<file path="config.mk">
export PLATFORM = sky130hd
export DESIGN_NAME = led_status_ind
export DESIGN_NICKNAME = d
export VERILOG_FILES = /design/src/rtl/led_ind_pkg.sv /design/src/rtl/led_ctrl_reg.sv /design/src/rtl/led_src_mux.sv /design/src/rtl/led_stretch.sv /design/src/rtl/led_pad_drv.sv /design/src/rtl/led_status_ind.sv
export SDC_FILE = /design/constraint.sdc
export NUM_CORES = 1
export LEC_CHECK = 0
export BUFFER_PORTS_ARGS = -buffer_cell sky130_fd_sc_hd__buf_2
export CAP_MARGIN = 0
export CELL_PAD_IN_SITES_DETAIL_PLACEMENT = 0
export CELL_PAD_IN_SITES_GLOBAL_PLACEMENT = 1
export CORE_UTILIZATION = 35
export CTS_CLUSTER_DIAMETER = 30
export DETAILED_ROUTE_END_ITERATION = 12
export PLACE_DENSITY = 0.76
export SETUP_SLACK_MARGIN = 0.3
export SYNTH_ARGS = -nofsm -noshare
export SYNTH_HDL_FRONTEND = slang
export SYNTH_HIERARCHICAL = 1
export SYNTH_SLANG_ARGS = --single-unit
</file>
<file path="constraint.sdc">
create_clock -name clk_i -period 4.12 [get_ports clk_i]
set_input_delay 0.206 -clock clk_i [delete_from_list [all_inputs] [get_ports clk_i]]
set_output_delay 0.206 -clock clk_i [all_outputs]
set_load 0.05 [all_outputs]
</file>
<file path="src/rtl/led_ind_pkg.sv">
package led_ind_pkg;
  localparam int RW = 16;
  localparam int B_STAT = 15;
  localparam int B_POL  = 14;
  localparam int B_DIS  = 13;
  localparam int B_SPD  = 12;
  localparam int B_WAKE = 9;
  localparam int B_FDX  = 8;
  localparam int B_STR  = 7;
  localparam int B_LNK  = 6;
  localparam int B_RXM  = 5;
  localparam int NSRC   = 5;

  localparam logic [RW-1:0] WR_MASK = (RW'(1) << B_POL) | (RW'(1) << B_DIS) |
                                      (RW'(1) << B_SPD) | (RW'(1) << B_WAKE) |
                                      (RW'(1) << B_FDX) | (RW'(1) << B_STR) |
                                      (RW'(1) << B_LNK) | (RW'(1) << B_RXM);
  localparam logic [RW-1:0] RST_VAL = (RW'(1) << B_SPD) | (RW'(1) << B_STR);

  // source index order inside the OR
  typedef enum logic [2:0] {
    SRC_LNK  = 3'd0,
    SRC_FDX  = 3'd1,
    SRC_RXM  = 3'd2,
    SRC_SPD  = 3'd3,
    SRC_WAKE = 3'd4
  } led_src_e;
endpackage

</file>
<file path="src/rtl/led_ctrl_reg.sv">
module led_ctrl_reg
  import led_ind_pkg::*;
(
  input  logic          clk_i,
  input  logic          rst_ni,
  input  logic          we_i,
  input  logic [RW-1:0] wdata_i,
  output logic [RW-1:0] word_o
);
  logic [RW-1:0] word_q;

  always_ff @(posedge clk_i or negedge rst_ni) begin
    if (!rst_ni)   word_q <= RST_VAL;
    else if (we_i) word_q <= wdata_i & WR_MASK;
  end

  assign word_o = word_q;
endmodule

</file>
<file path="src/rtl/led_src_mux.sv">
module led_src_mux
  import led_ind_pkg::*;
(
  input  logic [NSRC-1:0] en_i,
  input  logic            link_i,
  input  logic            fdx_i,
  input  logic            spd_i,
  input  logic            rxm_i,
  input  logic            wake_i,
  output logic            raw_o
);
  logic [NSRC-1:0] src;

  always_comb begin
    src           = '0;
    src[SRC_LNK]  = link_i;
    src[SRC_FDX]  = link_i & fdx_i;  // full duplex counts only with link up
    src[SRC_RXM]  = rxm_i;
    src[SRC_SPD]  = spd_i;
    src[SRC_WAKE] = wake_i;
  end

  assign raw_o = |(en_i & src);
endmodule

</file>
<file path="src/rtl/led_stretch.sv">
module led_stretch #(
  parameter int HOLD_CYC = 65536
) (
  input  logic clk_i,
  input  logic rst_ni,
  input  logic en_i,
  input  logic raw_i,
  output logic stat_o
);
  localparam int CW = $clog2(HOLD_CYC + 1);
  localparam logic [CW-1:0] HOLD_V = CW'(HOLD_CYC);

  logic [CW-1:0] cnt_q;

  always_ff @(posedge clk_i or negedge rst_ni) begin
    if (!rst_ni)             cnt_q <= '0;
    else if (!en_i)          cnt_q <= '0;
    else if (raw_i)          cnt_q <= HOLD_V;
    else if (cnt_q != '0)    cnt_q <= cnt_q - 1'b1;
  end

  assign stat_o = raw_i | (en_i & (cnt_q != '0));

  a_r5_cnt_in_range: assert property (@(posedge clk_i) disable iff (!rst_ni)
    cnt_q <= HOLD_V);
endmodule

</file>
<file path="src/rtl/led_pad_drv.sv">
module led_pad_drv (
  input  logic pol_i,
  input  logic dis_i,
  input  logic stat_i,
  output logic pad_o,
  output logic pad_oe_o
);
  always_comb begin
    if (dis_i) begin
      pad_o    = 1'b0;
      pad_oe_o = 1'b0;
    end else if (pol_i) begin
      pad_o    = stat_i;
      pad_oe_o = 1'b1;
    end else begin
      pad_o    = 1'b0;     // open drain: pull low when lit
      pad_oe_o = stat_i;
    end
  end
endmodule

</file>
<file path="src/rtl/led_status_ind.sv">
module led_status_ind
  import led_ind_pkg::*;
#(
  parameter int HOLD_CYC = 65536
) (
  input  logic          clk_i,
  input  logic          rst_ni,
  input  logic          we_i,
  input  logic [RW-1:0] wdata_i,
  output logic [RW-1:0] rdata_o,
  input  logic          link_pass_i,
  input  logic          full_duplex_i,
  input  logic          speed100_i,
  input  logic          rx_match_i,
  input  logic          wake_det_i,
  output logic          pad_o,
  output logic          pad_oe_o
);
  logic [RW-1:0]   word;
  logic [NSRC-1:0] en;
  logic            raw, stat;

  led_ctrl_reg u_reg (
    .clk_i   (clk_i),
    .rst_ni  (rst_ni),
    .we_i    (we_i),
    .wdata_i (wdata_i),
    .word_o  (word)
  );

  always_comb begin
    en           = '0;
    en[SRC_LNK]  = word[B_LNK];
    en[SRC_FDX]  = word[B_FDX];
    en[SRC_RXM]  = word[B_RXM];
    en[SRC_SPD]  = word[B_SPD];
    en[SRC_WAKE] = word[B_WAKE];
  end

  led_src_mux u_mux (
    .en_i   (en),
    .link_i (link_pass_i),
    .fdx_i  (full_duplex_i),
    .spd_i  (speed100_i),
    .rxm_i  (rx_match_i),
    .wake_i (wake_det_i),
    .raw_o  (raw)
  );

  led_stretch #(.HOLD_CYC(HOLD_CYC)) u_str (
    .clk_i  (clk_i),
    .rst_ni (rst_ni),
    .en_i   (word[B_STR]),
    .raw_i  (raw),
    .stat_o (stat)
  );

  led_pad_drv u_pad (
    .pol_i    (word[B_POL]),
    .dis_i    (word[B_DIS]),
    .stat_i   (stat),
    .pad_o    (pad_o),
    .pad_oe_o (pad_oe_o)
  );

  assign rdata_o = word | (RW'(stat) << B_STAT);

  // assertions
  logic past_ok_q;
  always_ff @(posedge clk_i or negedge rst_ni) begin
    if (!rst_ni) past_ok_q <= 1'b0;
    else         past_ok_q <= 1'b1;
  end

  a_r2_reserved_zero: assert property (@(posedge clk_i) disable iff (!rst_ni)
    rdata_o[11:10] == 2'b00 && rdata_o[4:0] == 5'b0);
  a_r3_raw_lights: assert property (@(posedge clk_i) disable iff (!rst_ni)
    raw |-> stat);
  a_r5_hold_after_event: assert property (@(posedge clk_i) disable iff (!rst_ni)
    past_ok_q && $past(word[B_STR]) && word[B_STR] && $past(raw) |-> stat);
  a_r6_bypass: assert property (@(posedge clk_i) disable iff (!rst_ni)
    !word[B_STR] |-> stat == raw);
  a_r7_totem_driven: assert property (@(posedge clk_i) disable iff (!rst_ni)
    word[B_POL] && !word[B_DIS] |-> pad_oe_o && pad_o == rdata_o[B_STAT]);
  a_r8_od_low: assert property (@(posedge clk_i) disable iff (!rst_ni)
    !word[B_POL] && !word[B_DIS] |-> !pad_o && pad_oe_o == rdata_o[B_STAT]);
  a_r9_disabled_quiet: assert property (@(posedge clk_i) disable iff (!rst_ni)
    word[B_DIS] |-> !pad_o && !pad_oe_o);
  a_r10_status_readback: assert property (@(posedge clk_i) disable iff (!rst_ni)
    rdata_o[B_STAT] == stat);
endmodule

</file>
Yosys cells after proc, flatten, opt, wreduce, memory -nomap -nowiden

Index checks and enable logic that the tools add are counted.

Flip-flop bits (word level): 25
Output and inout port bits: 18
Logic and storage cells: 18

Add/subtract/negate cells: 1
Eq/ne operators: 1
Mux-type cells: 7
Bitwise operators: 5
Reductions and logical operators: 2

Operators by type and width:

| kind                                               | count |
|---|---|
| two-way mux 17 bit                                 | 3 |
| nonzero test 17 bit                                | 1 |
| subtractor 17 x 1 -> 17 bit, second input constant | 1 |
| OR 15 x 16 -> 16 bit                               | 1 |
| AND 5 bit                                          | 1 |
| OR reduction 5 bit                                 | 1 |
| two-way mux 1 bit                                  | 4 |
| != test 3 x 1 -> 1 bit, second input constant      | 1 |
| AND 1 bit                                          | 2 |
| OR 1 bit                                           | 1 |

Logic depth before layout (Yosys ltp)

Gate-level depths: netlist of run 1.

Depth in word-level cells: 6
Mapped depth: 7
Depth with buffers taken out: 6

Modules after synthesis

Netlist of run 1, hierarchy kept.

By module, submodules not included:

| module         | instances | cells an instance | area an instance (um^2) | seq. area each (um^2) |
|---|---|---|---|---|
| led_stretch    | 1         | 102               | 953.4                   | 425.4 |
| led_ctrl_reg   | 1         | 26                | 397.9                   | 202.7 |
| led_src_mux    | 1         | 4                 | 23.8                    | 0.0 |
| led_pad_drv    | 1         | 2                 | 18.8                    | 0.0 |
| led_status_ind | 1         | 1                 | 6.3                     | 0.0 |

Worst setup path before layout of run 1

Ideal clock, no wire load.

Path kind: register to output
From: register u_str.cnt_q[0]
To: output port rdata_o[15]
Data arrival time: 1.891 ns
Data required time: 3.914 ns
Path slack: 2.023 ns
Cell stages (with the launch flop): 7
Buffers on the path: 0
Path through: dfrtp_1 > inv_1 > ha_1 > nor4b_1 > nand4_1 > a21o_1 > or2_1

Cells in the longest elaborated chain, start to end: 4

RTL lines:

| element                | RTL line             | RTL |
|---|---|---|
| from (decl)            | led_stretch.sv:13    | `logic [CW-1:0] cnt_q;` |
| from (signal assigned) | led_stretch.sv:19    | `else if (cnt_q != '0) cnt_q <= cnt_q - 1'b1;` |
| nonzero test 17 bit    | led_stretch.sv:22    | `assign stat_o = raw_i \| (en_i & (cnt_q != '0));` |
| AND 1 bit              | led_stretch.sv:22    |  |
| OR 1 bit               | led_stretch.sv:22    |  |
| net stat               | led_status_ind.sv:21 | `logic raw, stat;` |
| OR 15 x 16 -> 16 bit   | led_status_ind.sv:66 | `assign rdata_o = word \| (RW'(stat) << B_STAT);` |
| to (decl)              | led_status_ind.sv:10 | `output logic [RW-1:0] rdata_o,` |

The timed path passes the listed nets, and every way through them passes these cells.

Final worst setup path of run 1

Same ends and word-level chain as after synthesis.

==> results of run 1 <==
-- per-stage QoR --
| step | area (um^2) | hold slack, ps |
|---|---|---|
| 2_1_floorplan | 1430 | -89.6 |
| 4_1_cts | 1590 | 160 |
| 3_5_place_dp | 1540 | 239 |
| 6_report | 1590 | 164 |
| 3_3_place_gp | 1540 | 229 |
| 5_1_grt | 1590 | 156 |
-- registers in the layout, summed over array words and instances (netlist names) --
signal,count
u_reg/word_o,8
u_str/cnt_q,17
-- synthesized netlist by cell type, types with 2 or more instances --
cell | instances | share of area (%)
nor4_1 | 4 | 1.8
o211ai_1 | 2 | 1.1
nor3_1 | 4 | 1.4
dfstp_2 | 2 | 3.8
mux2_4 | 8 | 8.6
o31ai_1 | 4 | 2.1
or4_1 | 10 | 5.4
or4_4 | 2 | 1.6
a21oi_1 | 13 | 4.6
clkbuf_1 | 2 | 0.54
nand2_1 | 8 | 2.1
o41ai_1 | 2 | 1.3
or3_1 | 5 | 2.2
buf_4 | 8 | 4.3
dfrtp_1 | 23 | 41
nand3_1 | 2 | 0.71
o21ai_0 | 4 | 1.4
nor2_1 | 5 | 1.3
inv_1 | 3 | 0.80
nand2b_1 | 2 | 0.89
-- worst max path at each step --
| stage | to | slack (ps) | cells past startpoint |
|---|---|---|---|
| 6_report | rdata_o[15] | 1410 | 7 |
| 5_1_grt | rdata_o[15] | 1150 | 7 |
| 4_1_cts | rdata_o[15] | 1440 | 7 |
| 3_5_place_dp | rdata_o[15] | 1760 | 7 |
| 3_3_place_gp | rdata_o[15] | 1750 | 7 |
| 2_1_floorplan | rdata_o[15] | 2020 | 6 |
-- per-layer routing --
layer | routed length, um | global-route usage, % | vias to the layer above
li1 | - | - | 561
met3 | 111 | 2.08 | 4
met2 | 1240 | 23.2 | 33
met5 | 0 | 0 | -
met4 | 29 | 4.08 | 0
met1 | 1460 | 22.4 | 519
-- power by group through the flow --
stage | sequential, mW | combinational, mW | clock (mW)
after CTS | 0.347 | 0.554 | 0.151
after global routing | 0.359 | 0.625 | 0.161
final | 0.348 | 0.553 | 0.144
after global placement | 0.348 | 0.541 | 0
after detailed placement | 0.351 | 0.548 | 0
after floorplan | 0.366 | 0.424 | 0
-- area by class of cell --
class | instances | area, um^2 | share of cell area (%)
Clock buffer | 4 | 45.0 | 2.83
Inverter | 3 | 11.3 | 0.707
Multi-Input combinational cell | 103 | 708 | 44.5
Sequential cell | 25 | 628 | 39.4
Tap cell | 48 | 60.1 | 3.77
Timing Repair Buffer | 27 | 140 | 8.80
-- worst register-to-register path: cells and delay by family, from the launching register on --
kind	cells	cell delay, ps
AOI/OAI and AO/OA	1	140
buffers and inverters	1	100
and+or+nand+nor	3	1280
adders and majority gates	1	210
DFF	1	430
-- cell families (layout without fill, tap and decap cells) --
logic type	count (synthesis)	after routing	synth area share [%]
buf+inv	14	34	6.43
other cells	1	8	0.268
simple gates	54	54	24.4
fa+ha+maj	1	1	0.894
mux	8	8	8.58
flops	25	25	44.9
compound gates	32	32	14.6
==> run_results.csv, run 1 <==
group,metric,value,unit
min_path,hold_path_end,"u_reg/word_o[14]$_DFFE_PN0P_",
critical_path,crit_family,"simple AND/OR/NAND/NOR gates",
critical_path,slowest_delay,440,ps
yosys,syn_inst,135,
yosys,ys_seq_area_share,44.9,%
route,ant_nets,0,
grt,gr-total-overflow,0,
outcome,outcome,"finished clean",
cells_and_area,layout_common_cells,"buf_2, dfrtp_1, a21oi_1",
critical_path,reg2reg_from,"u_str/cnt_q[0]$_DFFE_PN0P_",
clock_network,postCtsSetupRepairBufs,0,
grt,antenna_found_initial,0,
yosys,synth.distinct_cells,42,
min_path,whs_path_depth,2,
route,dr.pass1.iters,4,
sta,rsz0062_at_grt,"no",
route,route.detailed.drc,0,
power,p_switching,469,uW
power,p_sw_share,44.9,%
sta,fin_worst_skew,4.92,ps
cells_and_area,fill_cells,393,
power,leakage,0.768,nW
critical_path,cp-startpoint,"u_str/cnt_q[0]$_DFFE_PN0P_",
sta,final.setup.tns,0,ps
route,wl_per_cell,13.5,um
clock_network,cts_buffers,3,
cells_and_area,final_cell_count_no_fill,210,
critical_path,r2r_end,"u_str/cnt_q[10]$_DFFE_PN0P_",
die,rows,22,
die,die_w,65.2,um
min_path,hp-start,"wdata_i[14]",
flow_run,drv_cap,0,
die,start_util,37.4,%
clock_network,insertion_delay,270,ps
grt,grt_pass1_vias,1048,
sta,fmax,0.369,GHz
yosys,netlist_area,1400,um^2
cells_and_area,utilization,42.5,%
route,viasPerCell,5.32,
cells_and_area,layout_commonest_cell,"buf_2",
critical_path,path_buf_inv,2,
route,drtIter0Drc,64,
cells_and_area,drive_gt1_share,27.2,%
critical_path,r2r_setup_slack,1880,ps
sta,setup_viol,0,
min_path,hp-class,"input port to register",
die,core,3740,um^2
critical_path,r2r_cells,6,
place,dpl.hpwl,2.00,mm
grt,grt_first_pass_wirelength,5.08,mm
route,drt-total-wl,2.83,mm
clock_network,clk_pin_slew,90,ps
sta,drv_slew,0,
critical_path,path_class,"register to output port",
sta,layout_setup_ws,1410,ps
critical_path,cp-end-kind,"output port",
power,seq_power_share,33.3,%
critical_path,path_cells,"inv_1 -> ha_1 -> nor4b_1 -> nand4_1 -> a21o_1 -> or2_1 -> buf_2",
sta,finalHoldViolations,0,
critical_path,critPathSlowestCell,"nor4b_1",
yosys,synth_seq_cells,25,
die,dieArea,4260,um^2
cells_and_area,area_delta_synth_final,13.8,%
grt,grt.total_usage,15.2,%
power,ir_drop,224,uV
power,power,1.05,mW
clock_network,cts_sinks,25,
critical_path,crit_required,3910,ps
clock_network,clk_path_buf_depth,2,
sta,period_minus_slack,2710,ps
grt,grt_max_degree,26,
cells_and_area,num-nets-final,188,
yosys,yosys_most_used_dff,"dfrtp_1",
clock_network,cts_root_buf,"clkbuf_8",
clock_network,cts_tree,"yes",
sta,slew-limit-headroom,58.4,%
power,comb_power_share,52.9,%
place,placement.io_buffers,26,
power,intPower,576,uW
yosys,syn_avg_cell_area,10.4,um^2
sta,max_slew.worst_pin.slew,625,ps
clock_network,postCtsResizedCells,0,
critical_path,path_max_fanout,6,
critical_path,cp.arrival,2500,ps
yosys,ys_warn_count,6,
critical_path,cp-start-kind,"register",
die,ios,42,
place,post-place-ws,1760,ps
clock_network,ctsHoldBuffers,1,
place,dp.cells,205,
yosys,synthArstFlopShare,100,%
sta,fin_crit_sh,65.7,%
power,pwr-share-clk,13.8,%
place,gp_congestion,0.780,
yosys,synth_edf_count,0,
power,pwr_density_cell,656,nW/um^2
cells_and_area,num_antenna_cells,0,
route,vias,1117,
clock_network,cts_max_level,1,
die,die_h,65.2,um
Power figures use the tool's default switching activity.
==> inputs of run 2 (changes only) <==
Settings changed: PLACE_DENSITY 0.76 to 0.78.
Clock period 4.12 ns to 2.4 ns, I/O delays scaled along.
==> run_results.csv, run 2 (synthesis results as in run 1) <==
group,metric,value,unit
outcome,outcome,"finished clean",
die,rows,22,
clock_network,cts_sinks,25,
cells_and_area,area_delta_synth_final,25.8,%
clock_network,cts_root_buf,"clkbuf_8",
sta,setup_viol,0,
cells_and_area,regMostFlops,"u_str/cnt_q",
power,p_sw_share,43.1,%
critical_path,cp-startpoint,"u_str/cnt_q[1]$_DFFE_PN0P_",
sta,rsz0062_at_grt,"yes",
power,intPower,1.16,mW
critical_path,crit_required,2610,ps
sta,fin_worst_skew,1.41,ps
sta,slew-limit-headroom,62.6,%
cells_and_area,layout_commonest_cell,"buf_2",
grt,gr-total-overflow,0,
power,comb_power_share,57.9,%
cells_and_area,num-nets-final,200,
critical_path,crit_path_frequent_cell,"or4_4",
route,vias,1205,
sta,fin_crit_sh,86.8,%
sta,final.setup.tns,0,ps
critical_path,endpoint,"u_str/cnt_q[7]$_DFFE_PN0P_",
critical_path,critPathSlowestCell,"or4_4",
die,die_w,65.2,um
route,drt-total-wl,3.05,mm
min_path,hp-class,"input port to register",
power,leakage,0.853,nW
critical_path,crit_family,"simple AND/OR/NAND/NOR gates",
cells_and_area,largest_register_ffs,17,
power,power,2.04,mW
critical_path,cp.depth,5,
critical_path,path_cells,"buf_4 -> or4_4 -> or4_4 -> or4_4 -> nand2_1",
die,dieArea,4260,um^2
die,ios,42,
critical_path,cp-start-kind,"register",
clock_network,cts_tree,"yes",
grt,grt_pass1_vias,1180,
clock_network,cts_buffers,3,
route,drtIter0Drc,61,
grt,grt_first_pass_wirelength,5.16,mm
critical_path,r2r_setup_slack,320,ps
critical_path,path_class,"register to register",
cells_and_area,fill_cells,363,
place,gp_congestion,0.804,
critical_path,r2r_cells,5,
sta,finalHoldViolations,0,
route,viasPerCell,5.43,
clock_network,clk_pin_slew,90,ps
power,p_switching,880,uW
critical_path,path_max_fanout,4,
place,placement.io_buffers,26,
route,wl_per_cell,13.7,um
die,core,3740,um^2
flow_run,drv_cap,0,
clock_network,clk_path_buf_depth,2,
grt,antenna_found_initial,0,
clock_network,insertion_delay,270,ps
grt,grt.total_usage,15.5,%
cells_and_area,drive_gt1_share,37.4,%
die,start_util,37.4,%
critical_path,path_buf_inv,1,
critical_path,r2r_end,"u_str/cnt_q[7]$_DFFE_PN0P_",
place,dpl.hpwl,2.18,mm
power,seq_power_share,29.7,%
cells_and_area,num_antenna_cells,0,
critical_path,reg2reg_from,"u_str/cnt_q[1]$_DFFE_PN0P_",
sta,period_minus_slack,2080,ps
sta,fmax,0.480,GHz
power,pwr-share-clk,12.4,%
critical_path,slowest_delay,550,ps
power,pwr_density_cell,1160,nW/um^2
power,ir_drop,454,uV
critical_path,cp.arrival,2300,ps
cells_and_area,layout_common_cells,"buf_2, dfrtp_1, a21oi_1",
sta,drv_slew,0,
grt,grt_max_degree,26,
die,die_h,65.2,um
route,ant_nets,0,
route,dr.pass1.iters,4,
route,route.detailed.drc,0,
sta,max_slew.worst_pin.slew,560,ps
cells_and_area,utilization,47.1,%
clock_network,cts_max_level,1,
critical_path,cp-end-kind,"register",
==> run 2: cell types whose count changed in the layout (fill, tap and decap cells not counted), moves of 2 or more <==
cell and delta:
buf_4 +12, buf_2 -3, buf_6 +3, inv_1 -2, inv_2 +2, nor4_1 -2
or4_1 -2, or4_4 +2
==> run 2: repair_timing <==
item	in CTS	in global routing
endpoints found under the hold margin	23	0
hold buffers	1	0
gates resized for setup	9	12
endpoints found under the setup margin	5	5
buffers inserted	3	5
pin swaps	3	5
==> run 2: routing by layer <==
layer / track usage [%] / share of wire (%) / vias to the layer above
li1: - / - / 577
met1: 19.5 / 45 / 587
met2: 27.1 / 50 / 39
met3: 2.60 / 4.3 / 2
met4: 4.08 / 0.69 / 0
met5: 0 / 0 / -
==> run 2: cell type report <==
type	count	area, um^2	area share [%]
clock buffers	4	45.0	2.56
inverters	3	11.3	0.639
multi-input cells	103	767	43.5
flip-flops and latches	25	629	35.7
well taps	48	60.1	3.41
repair buffers	39	249	14.1
==> run 2: worst min-delay path by stage <==
stage	slack [ps]	to	cells past startpoint	startpoint
after floorplan	-180	u_reg/word_o[13]$_DFFE_PN0P_	0	rst_ni
after global placement	140	u_str/cnt_q[13]$_DFFE_PN0P_	1	rst_ni
after detailed placement	150	u_str/cnt_q[13]$_DFFE_PN0P_	1	rst_ni
after CTS	70	u_reg/word_o[8]$_DFFE_PN0P_	2	wdata_i[8]
after global routing	60	u_reg/word_o[8]$_DFFE_PN0P_	2	wdata_i[8]
final	70	u_reg/word_o[12]$_DFFE_PN1P_	2	wdata_i[12]
==> run 2: metrics by stage <==
stage	std cells	setup WS, ps	area (um^2)	hold WS [ps]
after floorplan	142	358	1430	-176
after global placement	209	238	1570	138
after detailed placement	209	203	1570	152
after CTS	217	304	1690	70.9
after global routing	222	264	1760	58.1
final	222	318	1760	74.9
==> run 2: power by group through the flow <==
stage	combinational (mW)	clock, mW	sequential [mW]
after CTS	1.11	0.261	0.601
final	1.18	0.253	0.606
after detailed placement	1.03	0	0.603
after floorplan	0.729	0	0.628
after global placement	0.990	0	0.596
after global routing	1.29	0.288	0.620
==> inputs of run 3 (changes only) <==
--- a/config.mk
+++ b/config.mk
@@ -13,5 +13,5 @@
 export CTS_CLUSTER_DIAMETER = 30
 export DETAILED_ROUTE_END_ITERATION = 12
-export PLACE_DENSITY = 0.78
+export PLACE_DENSITY_LB_ADDON = 0.3
 export SETUP_SLACK_MARGIN = 0.3
 export SYNTH_ARGS = -nofsm -noshare
==> constraint.sdc (replaced) <==
create_clock -name clk_i -period 2.4 [get_ports clk_i]
set_input_delay 0.12 -clock clk_i [delete_from_list [all_inputs] [get_ports clk_i]]
set_output_delay 0.12 -clock clk_i [all_outputs]
set_load 0.02 [all_outputs]
==> run_results.csv, run 3 (synthesis results as in run 1) <==
group,metric,value,unit
outcome,outcome,"finished clean",
die,dieArea,4260,um^2
critical_path,path_buf_inv,1,
route,dr.pass1.iters,4,
power,ir_drop,373,uV
sta,slew-limit-headroom,62.1,%
grt,antenna_found_initial,0,
route,drt-total-wl,3.07,mm
critical_path,crit_required,2620,ps
power,pwr_density_cell,1150,nW/um^2
cells_and_area,area_delta_synth_final,26.1,%
place,gp_congestion,0.741,
clock_network,clk_path_buf_depth,2,
critical_path,crit_family,"simple AND/OR/NAND/NOR gates",
critical_path,critPathSlowestCell,"or4_4",
grt,gr-total-overflow,0,
critical_path,r2r_end,"u_str/cnt_q[7]$_DFFE_PN0P_",
cells_and_area,largest_register_ffs,17,
place,placement.io_buffers,26,
clock_network,cts_tree,"yes",
sta,fin_worst_skew,3.47,ps
sta,fmax,0.478,GHz
die,rows,22,
grt,grt_pass1_vias,1103,
cells_and_area,regMostFlops,"u_str/cnt_q",
cells_and_area,drive_gt1_share,38.5,%
critical_path,cp-end-kind,"register",
grt,grt_first_pass_wirelength,5.11,mm
clock_network,clk_pin_slew,90,ps
critical_path,crit_path_frequent_cell,"or4_4",
place,dpl.hpwl,2.12,mm
sta,drv_slew,0,
cells_and_area,final_cell_count_no_fill,222,
clock_network,insertion_delay,270,ps
critical_path,cp-startpoint,"u_str/cnt_q[1]$_DFFE_PN0P_",
route,ant_nets,0,
grt,grt.total_usage,15.3,%
sta,setup_viol,0,
cells_and_area,utilization,47.2,%
cells_and_area,num-nets-final,200,
flow_run,drv_cap,0,
die,die_w,65.2,um
die,core,3740,um^2
clock_network,cts_max_level,1,
critical_path,path_max_fanout,4,
die,ios,42,
critical_path,path_cells,"buf_4 -> or4_4 -> or4_4 -> or4_1 -> nand2_1",
cells_and_area,layout_commonest_cell,"buf_2",
power,power,2.03,mW
min_path,hp-start,"wdata_i[8]",
sta,final.setup.tns,0,ps
route,vias,1197,
route,drtIter0Drc,78,
sta,holdWs,70.5,ps
critical_path,cp-start-kind,"register",
sta,finalHoldViolations,0,
power,leakage,0.856,nW
critical_path,r2r_cells,5,
die,start_util,37.4,%
sta,period_minus_slack,2090,ps
sta,fin_crit_sh,87.2,%
critical_path,slowest_delay,560,ps
critical_path,r2r_setup_slack,310,ps
route,wl_per_cell,13.8,um
sta,max_slew.worst_pin.slew,569,ps
clock_network,cts_sinks,25,
cells_and_area,num_antenna_cells,0,
grt,grt_max_degree,26,
route,viasPerCell,5.39,
die,die_h,65.2,um
place,dp.cells,208,
clock_network,cts_root_buf,"clkbuf_8",
min_path,hp-class,"input port to register",
route,route.detailed.drc,0,
min_path,hold_path_end,"u_reg/word_o[8]$_DFFE_PN0P_",
sta,rsz0062_at_grt,"yes",
cells_and_area,layout_common_cells,"buf_2, dfrtp_1, a21oi_1, buf_4, or4_1",
min_path,whs_path_depth,2,
critical_path,cp.arrival,2310,ps
critical_path,path_class,"register to register",
critical_path,reg2reg_from,"u_str/cnt_q[1]$_DFFE_PN0P_",
clock_network,cts_buffers,3,
[run 3: cell types whose count changed in the layout (fill, tap and decap cells not counted), sizes merged]
cell	before	now
clkinv	0	1
clkbuf	4	3
[run 3: per-stage QoR]
step	setup WS, ps	area [um^2]
4_1_cts	312	1670
5_1_grt	239	1770
6_report	307	1770
2_1_floorplan	358	1430
3_5_place_dp	204	1560
3_3_place_gp	231	1560
[run 3: what timing repair did]
item                                    4_1_cts  5_1_grt
hold buffers                                  1        0
pin swaps                                     2        6
hold endpoints to repair                     23        0
endpoints found under the setup margin        5        8
buffers inserted                              3        6
resized for setup                             5       12
[run 3: worst max path at each step]
| stage | endpoint | slack [ps] | cells after the start |
|---|---|---|---|
| after detailed placement | u_str/cnt_q[10]$_DFFE_PN0P_ | 200 | 6 |
| after CTS | u_str/cnt_q[7]$_DFFE_PN0P_ | 310 | 5 |
| after global placement | u_str/cnt_q[10]$_DFFE_PN0P_ | 230 | 6 |
| final | u_str/cnt_q[7]$_DFFE_PN0P_ | 310 | 5 |
| after floorplan | u_str/cnt_q[10]$_DFFE_PN0P_ | 360 | 6 |
| after global routing | rdata_o[15] | 240 | 5 |
[run 3: where the power goes]
part | leakage, nW | switching [mW] | internal, mW
combinational | 0.509 | 0.586 | 0.573
clock | 0.0255 | 0.140 | 0.116
sequential | 0.321 | 0.119 | 0.499
total | 0.856 | 0.844 | 1.19
[run 3: layer usage]
layer | part of all wire (%) | GRT usage, %
met2 | 48 | 25.6
met3 | 4.1 | 2.60
met4 | 0.68 | 2.45
met1 | 47 | 20.9
met5 | 0 | 0
[run 3: area by class of cell]
class | instances | area [um^2]
clock buffers | 3 | 41.3
clock inverters | 1 | 5.00
fillers | 365 | 1980
inverters | 3 | 11.3
multi-input cells | 103 | 782
flip-flops and latches | 25 | 629
well taps | 48 | 60.1
repair buffers | 39 | 236
